## src/rtl/wis_pkg.sv

```systemverilog
package wis_pkg;
  typedef enum logic [1:0] {
    GRP_ALU  = 2'd0,
    GRP_LSU  = 2'd1,
    GRP_SFU  = 2'd2,
    GRP_NONE = 2'd3
  } grp_e;

  localparam int NUM_GRP = 3;
endpackage

```

## src/rtl/wis_rr_pick.sv

```systemverilog
// Rotating first-set search: lowest request at or after 'start', with wrap.
module wis_rr_pick #(
  parameter int N = 8,
  parameter int W = $clog2(N)
) (
  input  logic [N-1:0] req,
  input  logic [W-1:0] start,
  output logic         found,
  output logic [W-1:0] idx
);
  int p;
  always_comb begin
    found = 1'b0;
    idx   = '0;
    p     = 0;
    for (int k = 0; k < N; k++) begin
      p = int'(start) + k;
      if (p >= N) p = p - N;
      if (!found && req[p]) begin
        found = 1'b1;
        idx   = W'(p);
      end
    end
  end
endmodule

```

## src/rtl/wis_grp_timer.sv

```systemverilog
// Occupancy counter for one execution group: blocked for HOLD cycles from load.
module wis_grp_timer #(
  parameter int HOLD = 2
) (
  input  logic clk,
  input  logic rst,
  input  logic load,
  output logic busy
);
  localparam int CW = $clog2(HOLD + 1);
  logic [CW-1:0] cnt;

  always_ff @(posedge clk) begin
    if (rst)             cnt <= '0;
    else if (load)       cnt <= CW'(HOLD - 1);
    else if (cnt != '0)  cnt <= cnt - 1'b1;
  end

  assign busy = (cnt != '0);
endmodule

```

## src/rtl/warp_issue_sched.sv

```systemverilog
module warp_issue_sched
  import wis_pkg::*;
#(
  parameter int NUM_WARPS = 16,
  parameter int WARP_SIZE = 32,
  parameter int ALU_LANES = 16,
  parameter int LSU_LANES = 16,
  parameter int SFU_LANES = 4
) (
  input  logic                         clk,
  input  logic                         rst,
  input  logic [NUM_WARPS-1:0]         warp_valid,
  input  logic [2*NUM_WARPS-1:0]       warp_cls,
  input  logic [2:0]                   grp_hold,
  input  logic                         done_valid,
  input  logic [$clog2(NUM_WARPS)-1:0] done_warp,
  output logic                         iss0_valid,
  output logic [$clog2(NUM_WARPS)-1:0] iss0_warp,
  output logic [1:0]                   iss0_grp,
  output logic                         iss1_valid,
  output logic [$clog2(NUM_WARPS)-1:0] iss1_warp,
  output logic [1:0]                   iss1_grp
);
  localparam int WID      = $clog2(NUM_WARPS);
  localparam int PER_SLOT = NUM_WARPS / 2;
  localparam int PW       = $clog2(PER_SLOT);
  localparam int ALU_HOLD = WARP_SIZE / ALU_LANES;
  localparam int LSU_HOLD = WARP_SIZE / LSU_LANES;
  localparam int SFU_HOLD = WARP_SIZE / SFU_LANES;

  logic [1:0]           cls_arr [NUM_WARPS];
  logic [NUM_WARPS-1:0] elig;
  logic [NUM_WARPS-1:0] stall_q;
  logic [NUM_GRP-1:0]   grp_busy, grp_load;
  logic [3:0]           grp_ok;

  // Class code 3 indexes the constant-zero top bit, so it is never eligible.
  assign grp_ok = {1'b0, ~grp_busy & ~grp_hold};

  for (genvar w = 0; w < NUM_WARPS; w++) begin : g_warp
    assign cls_arr[w] = warp_cls[2*w +: 2];
    assign elig[w]    = warp_valid[w] & ~stall_q[w] & grp_ok[cls_arr[w]];
  end

  // Slot 0: even warps
  logic [PER_SLOT-1:0] req0, req1;
  logic [PW-1:0]       ptr0, ptr1, idx0, idx1;
  logic                found0, found1;
  logic [WID-1:0]      wid0, wid1;
  logic [1:0]          grp0, grp1;

  for (genvar i = 0; i < PER_SLOT; i++) begin : g_slot_req
    assign req0[i] = elig[2*i];
    assign req1[i] = elig[2*i+1] & ~(found0 & (cls_arr[2*i+1] == grp0));
  end

  wis_rr_pick #(.N(PER_SLOT), .W(PW)) u_pick0 (
    .req(req0), .start(ptr0), .found(found0), .idx(idx0)
  );
  assign wid0 = {idx0, 1'b0};
  assign grp0 = cls_arr[wid0];

  // Slot 1: odd warps, after removing the group slot 0 took
  wis_rr_pick #(.N(PER_SLOT), .W(PW)) u_pick1 (
    .req(req1), .start(ptr1), .found(found1), .idx(idx1)
  );
  assign wid1 = {idx1, 1'b1};
  assign grp1 = cls_arr[wid1];

  assign iss0_valid = found0 & ~rst;
  assign iss0_warp  = wid0;
  assign iss0_grp   = grp0;
  assign iss1_valid = found1 & ~rst;
  assign iss1_warp  = wid1;
  assign iss1_grp   = grp1;

  // Round-robin pointers: next search starts after the last issued warp
  always_ff @(posedge clk) begin
    if (rst) begin
      ptr0 <= '0;
      ptr1 <= '0;
    end else begin
      if (iss0_valid) ptr0 <= (int'(idx0) == PER_SLOT - 1) ? '0 : idx0 + 1'b1;
      if (iss1_valid) ptr1 <= (int'(idx1) == PER_SLOT - 1) ? '0 : idx1 + 1'b1;
    end
  end

  // Per-warp load stall flags
  for (genvar w = 0; w < NUM_WARPS; w++) begin : g_stall
    logic set_w, clr_w;
    assign set_w = (iss0_valid && wid0 == WID'(w) && grp0 == GRP_LSU) ||
                   (iss1_valid && wid1 == WID'(w) && grp1 == GRP_LSU);
    assign clr_w = done_valid && (done_warp == WID'(w));
    always_ff @(posedge clk) begin
      if (rst)        stall_q[w] <= 1'b0;
      else if (set_w) stall_q[w] <= 1'b1;
      else if (clr_w) stall_q[w] <= 1'b0;
    end
  end

  // Group occupancy timers, one per group, width-dependent hold
  for (genvar g = 0; g < NUM_GRP; g++) begin : g_grp
    localparam int HC = (g == 0) ? ALU_HOLD : (g == 1) ? LSU_HOLD : SFU_HOLD;
    assign grp_load[g] = (iss0_valid && grp0 == 2'(g)) || (iss1_valid && grp1 == 2'(g));
    wis_grp_timer #(.HOLD(HC)) u_timer (
      .clk(clk), .rst(rst), .load(grp_load[g]), .busy(grp_busy[g])
    );
  end
endmodule

```

## config.mk

```make
export PLATFORM = sky130hd
export DESIGN_NAME = warp_issue_sched
export DESIGN_NICKNAME = d
export VERILOG_FILES = /design/src/rtl/wis_pkg.sv /design/src/rtl/wis_rr_pick.sv /design/src/rtl/wis_grp_timer.sv /design/src/rtl/warp_issue_sched.sv
export SDC_FILE = /design/constraint.sdc
export NUM_CORES = 1
export LEC_CHECK = 0
export BUFFER_PORTS_ARGS = -buffer_cell sky130_fd_sc_hd__buf_2
export CAP_MARGIN = 0
export CORE_UTILIZATION = 40
export CTS_CLUSTER_DIAMETER = 150
export DETAILED_ROUTE_END_ITERATION = 10
export PLACE_DENSITY_LB_ADDON = 0.05
export SYNTH_ARGS = -nofsm -noshare
export SYNTH_HDL_FRONTEND = slang
export SYNTH_SLANG_ARGS = --single-unit
```

## constraint.sdc

```tcl
create_clock -name clk -period 15.5 [get_ports clk]
set_clock_uncertainty 0.15 [all_clocks]
set_input_delay 0 -clock clk [delete_from_list [all_inputs] [get_ports clk]]
set_output_delay 0 -clock clk [all_outputs]
set_load 0.1 [all_outputs]
```

# ---- Word-level counts from Yosys, hierarchy flattened
# Cells that the tools add are included.
dict set report op_classes {
  order_cmp 50
  n_bitwise 80
  addsub 35
  reduce_logical 119
  muxes 174
  eq_ne 43
}
# op count
set op_table {}
lappend op_table {{less-than comparator 32 x 5 -> 1 bit (second input constant)} 16}
lappend op_table {{2-to-1 mux 32 bit} 16}
lappend op_table {{>= comparator 32 x 5 -> 1 bit (second input constant)} 14}
lappend op_table {{subtractor 32 x 5 -> 32 bit (second input constant)} 14}
lappend op_table {{2-to-1 mux 1 bit} 100}
lappend op_table {{logical AND 1 bit} 70}
lappend op_table {{2-to-1 mux 3 bit} 20}
lappend op_table {{bitwise AND 1 bit} 50}
lappend op_table {{binary-select mux 1 bit (select 3 bit)} 16}
lappend op_table {{less-than comparator 2 x 3 -> 1 bit (second input constant)} 16}
lappend op_table {{nonzero test 2 bit} 21}
lappend op_table {{adder 3 x 3 -> 4 bit (second input constant)} 8}
lappend op_table {{binary-select mux 1 bit (select 2 bit)} 16}
lappend op_table {{equality test 4 bit (second input constant)} 8}
lappend op_table {{NOT 1 bit} 25}
lappend op_table {{equality test 3 bit (second input constant)} 8}
lappend op_table {{adder 3 x 2 -> 4 bit (second input constant)} 4}
lappend op_table {{binary-select mux 2 bit (select 4 bit)} 2}
lappend op_table {{equality test 2 bit} 8}
lappend op_table {{equality test 4 x 3 -> 1 bit (second input constant)} 4}
lappend op_table {{zero test 1 bit} 14}
lappend op_table {{equality test 3 x 1 -> 1 bit (second input constant)} 4}
lappend op_table {{equality test 3 x 2 -> 1 bit (second input constant)} 4}
lappend op_table {{zero test 4 bit} 3}
lappend op_table {{other kinds (20)} 40}
dict set report word_totals {
  input_bits 58
  ff_bits 30
  output_inout_bits 14
  word_cells 525
}

# ---- Depth between registers and ports, before layout
dict set report logic_depth {
  depth_word 72
  ltp_mapped 32
  depth_no_buf 30
}

# ---- Cells and area by module
# A second synthesis with hierarchy kept.
dict set report hier_totals {
  hier_cells 525
  area_unflattened_um2 4693.3
}
# module seq_area_each_um2 n_inst area_each_um2 cells_per_inst
set modules_own_cells {}
lappend modules_own_cells {warp_issue_sched 440.4 1 2158.3 254}
lappend modules_own_cells {{wis_rr_pick (u_pick1)} 0.0 1 1081.0 121}
lappend modules_own_cells {{wis_rr_pick (u_pick0)} 0.0 1 980.9 105}
lappend modules_own_cells {{wis_grp_timer (g_grp[0].u_timer ...)} 40.0 2 122.6 11}
lappend modules_own_cells {{wis_grp_timer (g_grp[2].u_timer)} 80.1 1 227.7 23}

# ---- Worst setup path after synthesis
# No wires, ideal clock.
dict set report synth_path {
  path_type {register -> register}
  from {reg ptr0[0]}
  to {reg g_grp[0].u_timer.cnt[0]}
  arrival_time_ps 8837
  required_time_ps 15291
  stages_incl_launch_ff 29
  period_less_slack_ps 9045
  slack_ps 6455
  path_buffers 4
  setup_time_ps 59
  path_cell_list {dfxtp_1 -> clkinv_1 -> clkbuf_1 -> ha_1 -> clkbuf_1 -> inv_1 -> clkbuf_1 -> mux4_2 -> and3_1 -> a211oi_1 -> a211oi_1 -> nor2_1 -> buf_2 -> nand2_2 -> mux2_2 -> a211oi_2 -> or2_2 -> inv_2 -> mux2i_1 -> nand2_1 -> mux4_2 -> a2111oi_4 -> o211a_1 -> a22oi_1 -> a32oi_2 -> mux2_4 -> clkinv_2 -> o32ai_2 -> o21ba_1}
}
dict set report synth_via {
  elab_chain_cells 68
  elab_cells_between_ends 188
  classes_between {15 x add/sub; 8 x order compare; 8 x eq/ne; 95 x mux; 28 x bitwise; 34 x reduce/logical}
}
# element line
set synth_lines {}
lappend synth_lines {{start, declared} warp_issue_sched.sv:47} ;# logic [PW-1:0] ptr0, ptr1, idx0, idx1;
lappend synth_lines {{start signal, assigned} warp_issue_sched.sv:83} ;# if (iss0_valid) ptr0 <= (int'(idx0) == PER_SLOT - 1) ? '0 : idx0 + 1'b1;
lappend synth_lines {{branches (longest 26 deep; another with subtractor 32 x 5 -> 32 bit)} --}
lappend synth_lines {{2-to-1 mux 3 bit (*)} wis_rr_pick.sv:19} ;# if (!found && req[p]) begin
lappend synth_lines {{named net iss0_warp[3]} warp_issue_sched.sv:18} ;# output logic [$clog2(NUM_WARPS)-1:0] iss0_warp,
lappend synth_lines {{NOT 4 -> 5 bit (implied by the code) (*)} warp_issue_sched.sv:61} ;# assign grp0 = cls_arr[wid0];
lappend synth_lines {{binary-select mux 2 bit (select 4 bit) (*)} warp_issue_sched.sv:61}
lappend synth_lines {{2-to-1 mux 2 bit (implied by the code) (*) (2 in a row)} warp_issue_sched.sv:61}
lappend synth_lines {{named net iss0_grp[1]} warp_issue_sched.sv:19} ;# output logic [1:0] iss0_grp,
lappend synth_lines {{equality test 2 bit} warp_issue_sched.sv:54} ;# assign req1[i] = elig[2*i+1] & ~(found0 & (cls_arr[2*i+1] == grp0));
lappend synth_lines {{(+28 left out)} --}
lappend synth_lines {{named net iss1_warp[3]} warp_issue_sched.sv:21} ;# output logic [$clog2(NUM_WARPS)-1:0] iss1_warp,
lappend synth_lines {{NOT 4 -> 5 bit (implied by the code) (*)} warp_issue_sched.sv:68} ;# assign grp1 = cls_arr[wid1];
lappend synth_lines {{binary-select mux 2 bit (select 4 bit) (*)} warp_issue_sched.sv:68}
lappend synth_lines {{2-to-1 mux 2 bit (implied by the code) (*) (2 in a row)} warp_issue_sched.sv:68}
lappend synth_lines {{named net iss1_grp[0]} warp_issue_sched.sv:22} ;# output logic [1:0] iss1_grp
lappend synth_lines {{zero test 2 bit (*)} warp_issue_sched.sv:104} ;# assign grp_load[g] = (iss0_valid && grp0 == 2'(g)) || (iss1_valid && grp1 == 2'(g));
lappend synth_lines {{logical AND 1 bit (*)} warp_issue_sched.sv:104}
lappend synth_lines {{logical OR 1 bit (*)} warp_issue_sched.sv:104}
lappend synth_lines {{2-to-1 mux 1 bit or nonzero test 2 bit (tied branches)} --}
lappend synth_lines {{end signal, assigned} wis_grp_timer.sv:15} ;# else if (load) cnt <= CW'(HOLD - 1);
lappend synth_lines {{end signal, assigned} wis_grp_timer.sv:16} ;# else if (cnt != '0) cnt <= cnt - 1'b1;
lappend synth_lines {{end, declared} wis_grp_timer.sv:11} ;# logic [CW-1:0] cnt;
# Mark *: on every way through the listed nets, which the timed path passes. The select of a mux whose other input is x is not followed.
# A chain may end at the register's enable or synchronous reset.

# ---- Worst setup path after layout
dict set report layout_path {
  from {reg ptr0[0]}
  to {out iss1_grp[0]}
}
dict set report layout_via {
  elab_chain_cells 64
  elab_cells_between_ends 178
  classes_between {15 x add/sub; 8 x order compare; 8 x eq/ne; 93 x mux; 26 x bitwise; 28 x reduce/logical}
}
# element line
set layout_lines {}
lappend layout_lines {{branches (longest 59 deep; another with subtractor 32 x 5 -> 32 bit)} --}
lappend layout_lines {{2-to-1 mux 3 bit (*)} wis_rr_pick.sv:19}
lappend layout_lines {{NOT 4 -> 5 bit (implied by the code) (*)} warp_issue_sched.sv:68}
lappend layout_lines {{binary-select mux 2 bit (select 4 bit) (*)} warp_issue_sched.sv:68}
lappend layout_lines {{2-to-1 mux 2 bit (implied by the code) (*) (2 in a row)} warp_issue_sched.sv:68}
lappend layout_lines {{end, declared} warp_issue_sched.sv:22}
# Mark *: on every way between the ends. The select of a mux whose other input is x is not followed.

==> flow_summary_export.csv <==
group,metric,value,unit
clock_tree,clk_path_buf_depth,2,
outcome,outcome,"completed",
run,cap_viol_max_count,0,
finish,multi_input_area,0.00490,sq mm
finish,drive_gt1_share,17.7,%
drt,drc_errors,0,
critical_path,slowest_delay,0.92,ns
yosys,yosysUniqueCellTypes,104,
floorplan,dieArea,0.0152,sq mm
drt,drt-pass1-iter-count,7,
clock_tree,cts_setup_buffers,0,
drt,drt_iter0_markers,935,
place,port_buffers,69,
clock_tree,clk_latency,0.28,ns
sta,fmax,97.5,MHz
global_route,gr-total-overflow,0,
critical_path,critPathBufInv,6,
floorplan,die_h,123,um
clock_tree,cts_resized,0,
sta,post-route-period-util,66.2,%
finish,antenna_cells,0,
drt,wl_per_cell,21.2,um
finish,fin_util,45.7,%
yosys,seq_area_frac_synth,10.2,%
drt,dr_wl_met2,9780,um
finish,fin_area,0.00646,sq mm
yosys,synth_area,0.00589,sq mm
finish,area_delta_synth_final,9.66,%
yosys,synth-async-reset-ratio,0,%
critical_path,arrival,10.11,ns
yosys,synthFlopType,"dfxtp_1",
drt,routed_via_density,6.58,
drt,num_vias,6792,
yosys,synth_top_area_share,10.2,%
finish,fill_cells,1503,
finish,finish.net_count,929,
sta,setup_viol,0,
place,placed_area,0.00628,sq mm
sta,drv_slew,0,
critical_path,cp_data_required_time,15.35,ns
sta,rsz0062_at_grt,"false",
global_route,grt_usage,29.2,%
clock_tree,clkSinkCount,30,
global_route,grt_pass1_wl,34300,um
sta,worst_slew_pin_slew,1.19,ns
drt,wl_met3,1670,um
global_route,grt_max_degree,34,
place,gp_congestion,0.949,
clock_tree,root_buffer,"clkbuf_16",
clock_tree,h-tree-depth,2,
floorplan,rows,43,
clock_tree,postCtsHoldBufs,3,
yosys,synth_area_per_cell,7.24,sq um
finish,seqCellArea,601,sq um
clock_tree,clk_pin_slew,0.06,ns
sta,fin_ws,5.24,ns
yosys,yosys-top-cells-area,"dfxtp_1 10%, nor2_1 5.2%, a21oi_1 5.0%",
sta,hold_viol,0,
drt,highest_layer,"met4",
critical_path,crit_family,"compound AO/OA/AOI/OAI gates",
critical_path,setup.worst_path.end_class,"output port",
sta,period_minus_slack,10.26,ns
place,dp_hpwl,17300,um
clock_tree,cts_buffers,5,
floorplan,io_pins,72,
yosys,synth.most_common_cell,"nor2_1",
drt,drt_wl_total,21900,um
critical_path,slowest_stage,"ha_1",
drt,antenna_left,0,
yosys,ys_warn_count,0,
yosys,synth_edf_count,0,
yosys,syn_inst,814,
global_route,grt_pass1_vias,6156,
global_route,antenna_found_initial,0,
sta,finalSetupTns,0,ns
yosys,syn_nets,892,
floorplan,initial_utilization,41.7,%
sta,maxSlewHeadroom,20.2,%
floorplan,dieWidth,123,um
worst_hold_path,hold_class,"in2reg",
drt,drt-met1-wl,10000,um
clock_tree,cts_tree,"done",
critical_path,critPathLaunchType,"flip-flop",
yosys,synthTopCellsByCount,"81 x nor2_1, 72 x nand2_1, 59 x a21oi_1",
place,dp_slack,5.73,ns
floorplan,design.core.area,0.0141,sq mm
yosys,ys_ff_latch,30,
critical_path,cp_max_fo,25,
yosys,synth_top_area_cell,"dfxtp_1",
critical_path,path_class,"reg2out",
## worst paths after layout
kind | start | end | slack, ns | cells after the start
hold reg to reg | stall_q[4] | stall_q[4] | 0.32 | 2
setup reg to reg | ptr0[0] | ptr1[1] | 5.52 | 27
hold / removal | done_warp[2] | stall_q[0] | 0.002 | 3
setup / recovery | ptr0[0] | iss1_grp[0] | 5.24 | 27
## final cells by class
class                      instances  area share, %
clock buffer                       6           2.15
clock inverter                     2          0.194
inverter                          42           2.50
multi-input combinational        694           75.9
sequential                        30           9.29
tap                              180           3.48
timing repair buffer              78           6.50
## registers in the layout, indices dropped and copies added, names as in the netlist
name / cells
g_grp.u_timer.cnt: 8
ptr0: 3
ptr1: 3
stall_q: 16
## worst min-delay path, cell delays in order
cell     delay [ns]
buf_2          0.17
o31ai_1        0.09
a21oi_1        0.13
## through the flow
step	instances	hold WS (ns)
after detailed placement	1021	0.255
after CTS	1032	0.000228
after global placement	1021	0.243
after floorplan	814	0.0362
final	1032	0.00216
after global routing	1032	0.0637
## metal layers
layer / up-vias / track usage, %
li1: 3195 / -
met3: 34 / 2.40
met5: - / 0
met1: 3207 / 42.8
met4: 0 / 8.36
met2: 356 / 45.2
## cell families (layout without fill, tap and decap cells)
logic type | after synthesis | after routing | synth area share [%]
other | 2 | 2 | 0.127
flip-flops | 30 | 30 | 10.2
adder cells (fa/ha/maj) | 20 | 20 | 4.25
AO/OA/AOI/OAI | 279 | 279 | 35.9
buffers and inverters | 90 | 128 | 6.60
multiplexers | 41 | 41 | 9.28
XOR/XNOR | 19 | 19 | 2.82
AND/OR/NAND/NOR | 333 | 333 | 30.9
## cell usage in the layout, fill, tap and decap left out, types with 10 or more instances in the layout
master / instances
nor2_1: 81
nand2_1: 72
buf_2: 69
a21oi_1: 59
o21ai_0: 43
inv_1: 35
nor3_1: 32
dfxtp_1: 30
mux2i_1: 25
o211ai_1: 21
nand2b_1: 20
ha_1: 20
nor2b_1: 15
a211oi_1: 14
o31ai_1: 11
nand3_1: 11
or3_1: 11
xor2_1: 10
o22ai_1: 10
Power is not shown: default switching activity piles up to over one toggle a cycle in this logic, so the estimate is an artifact.
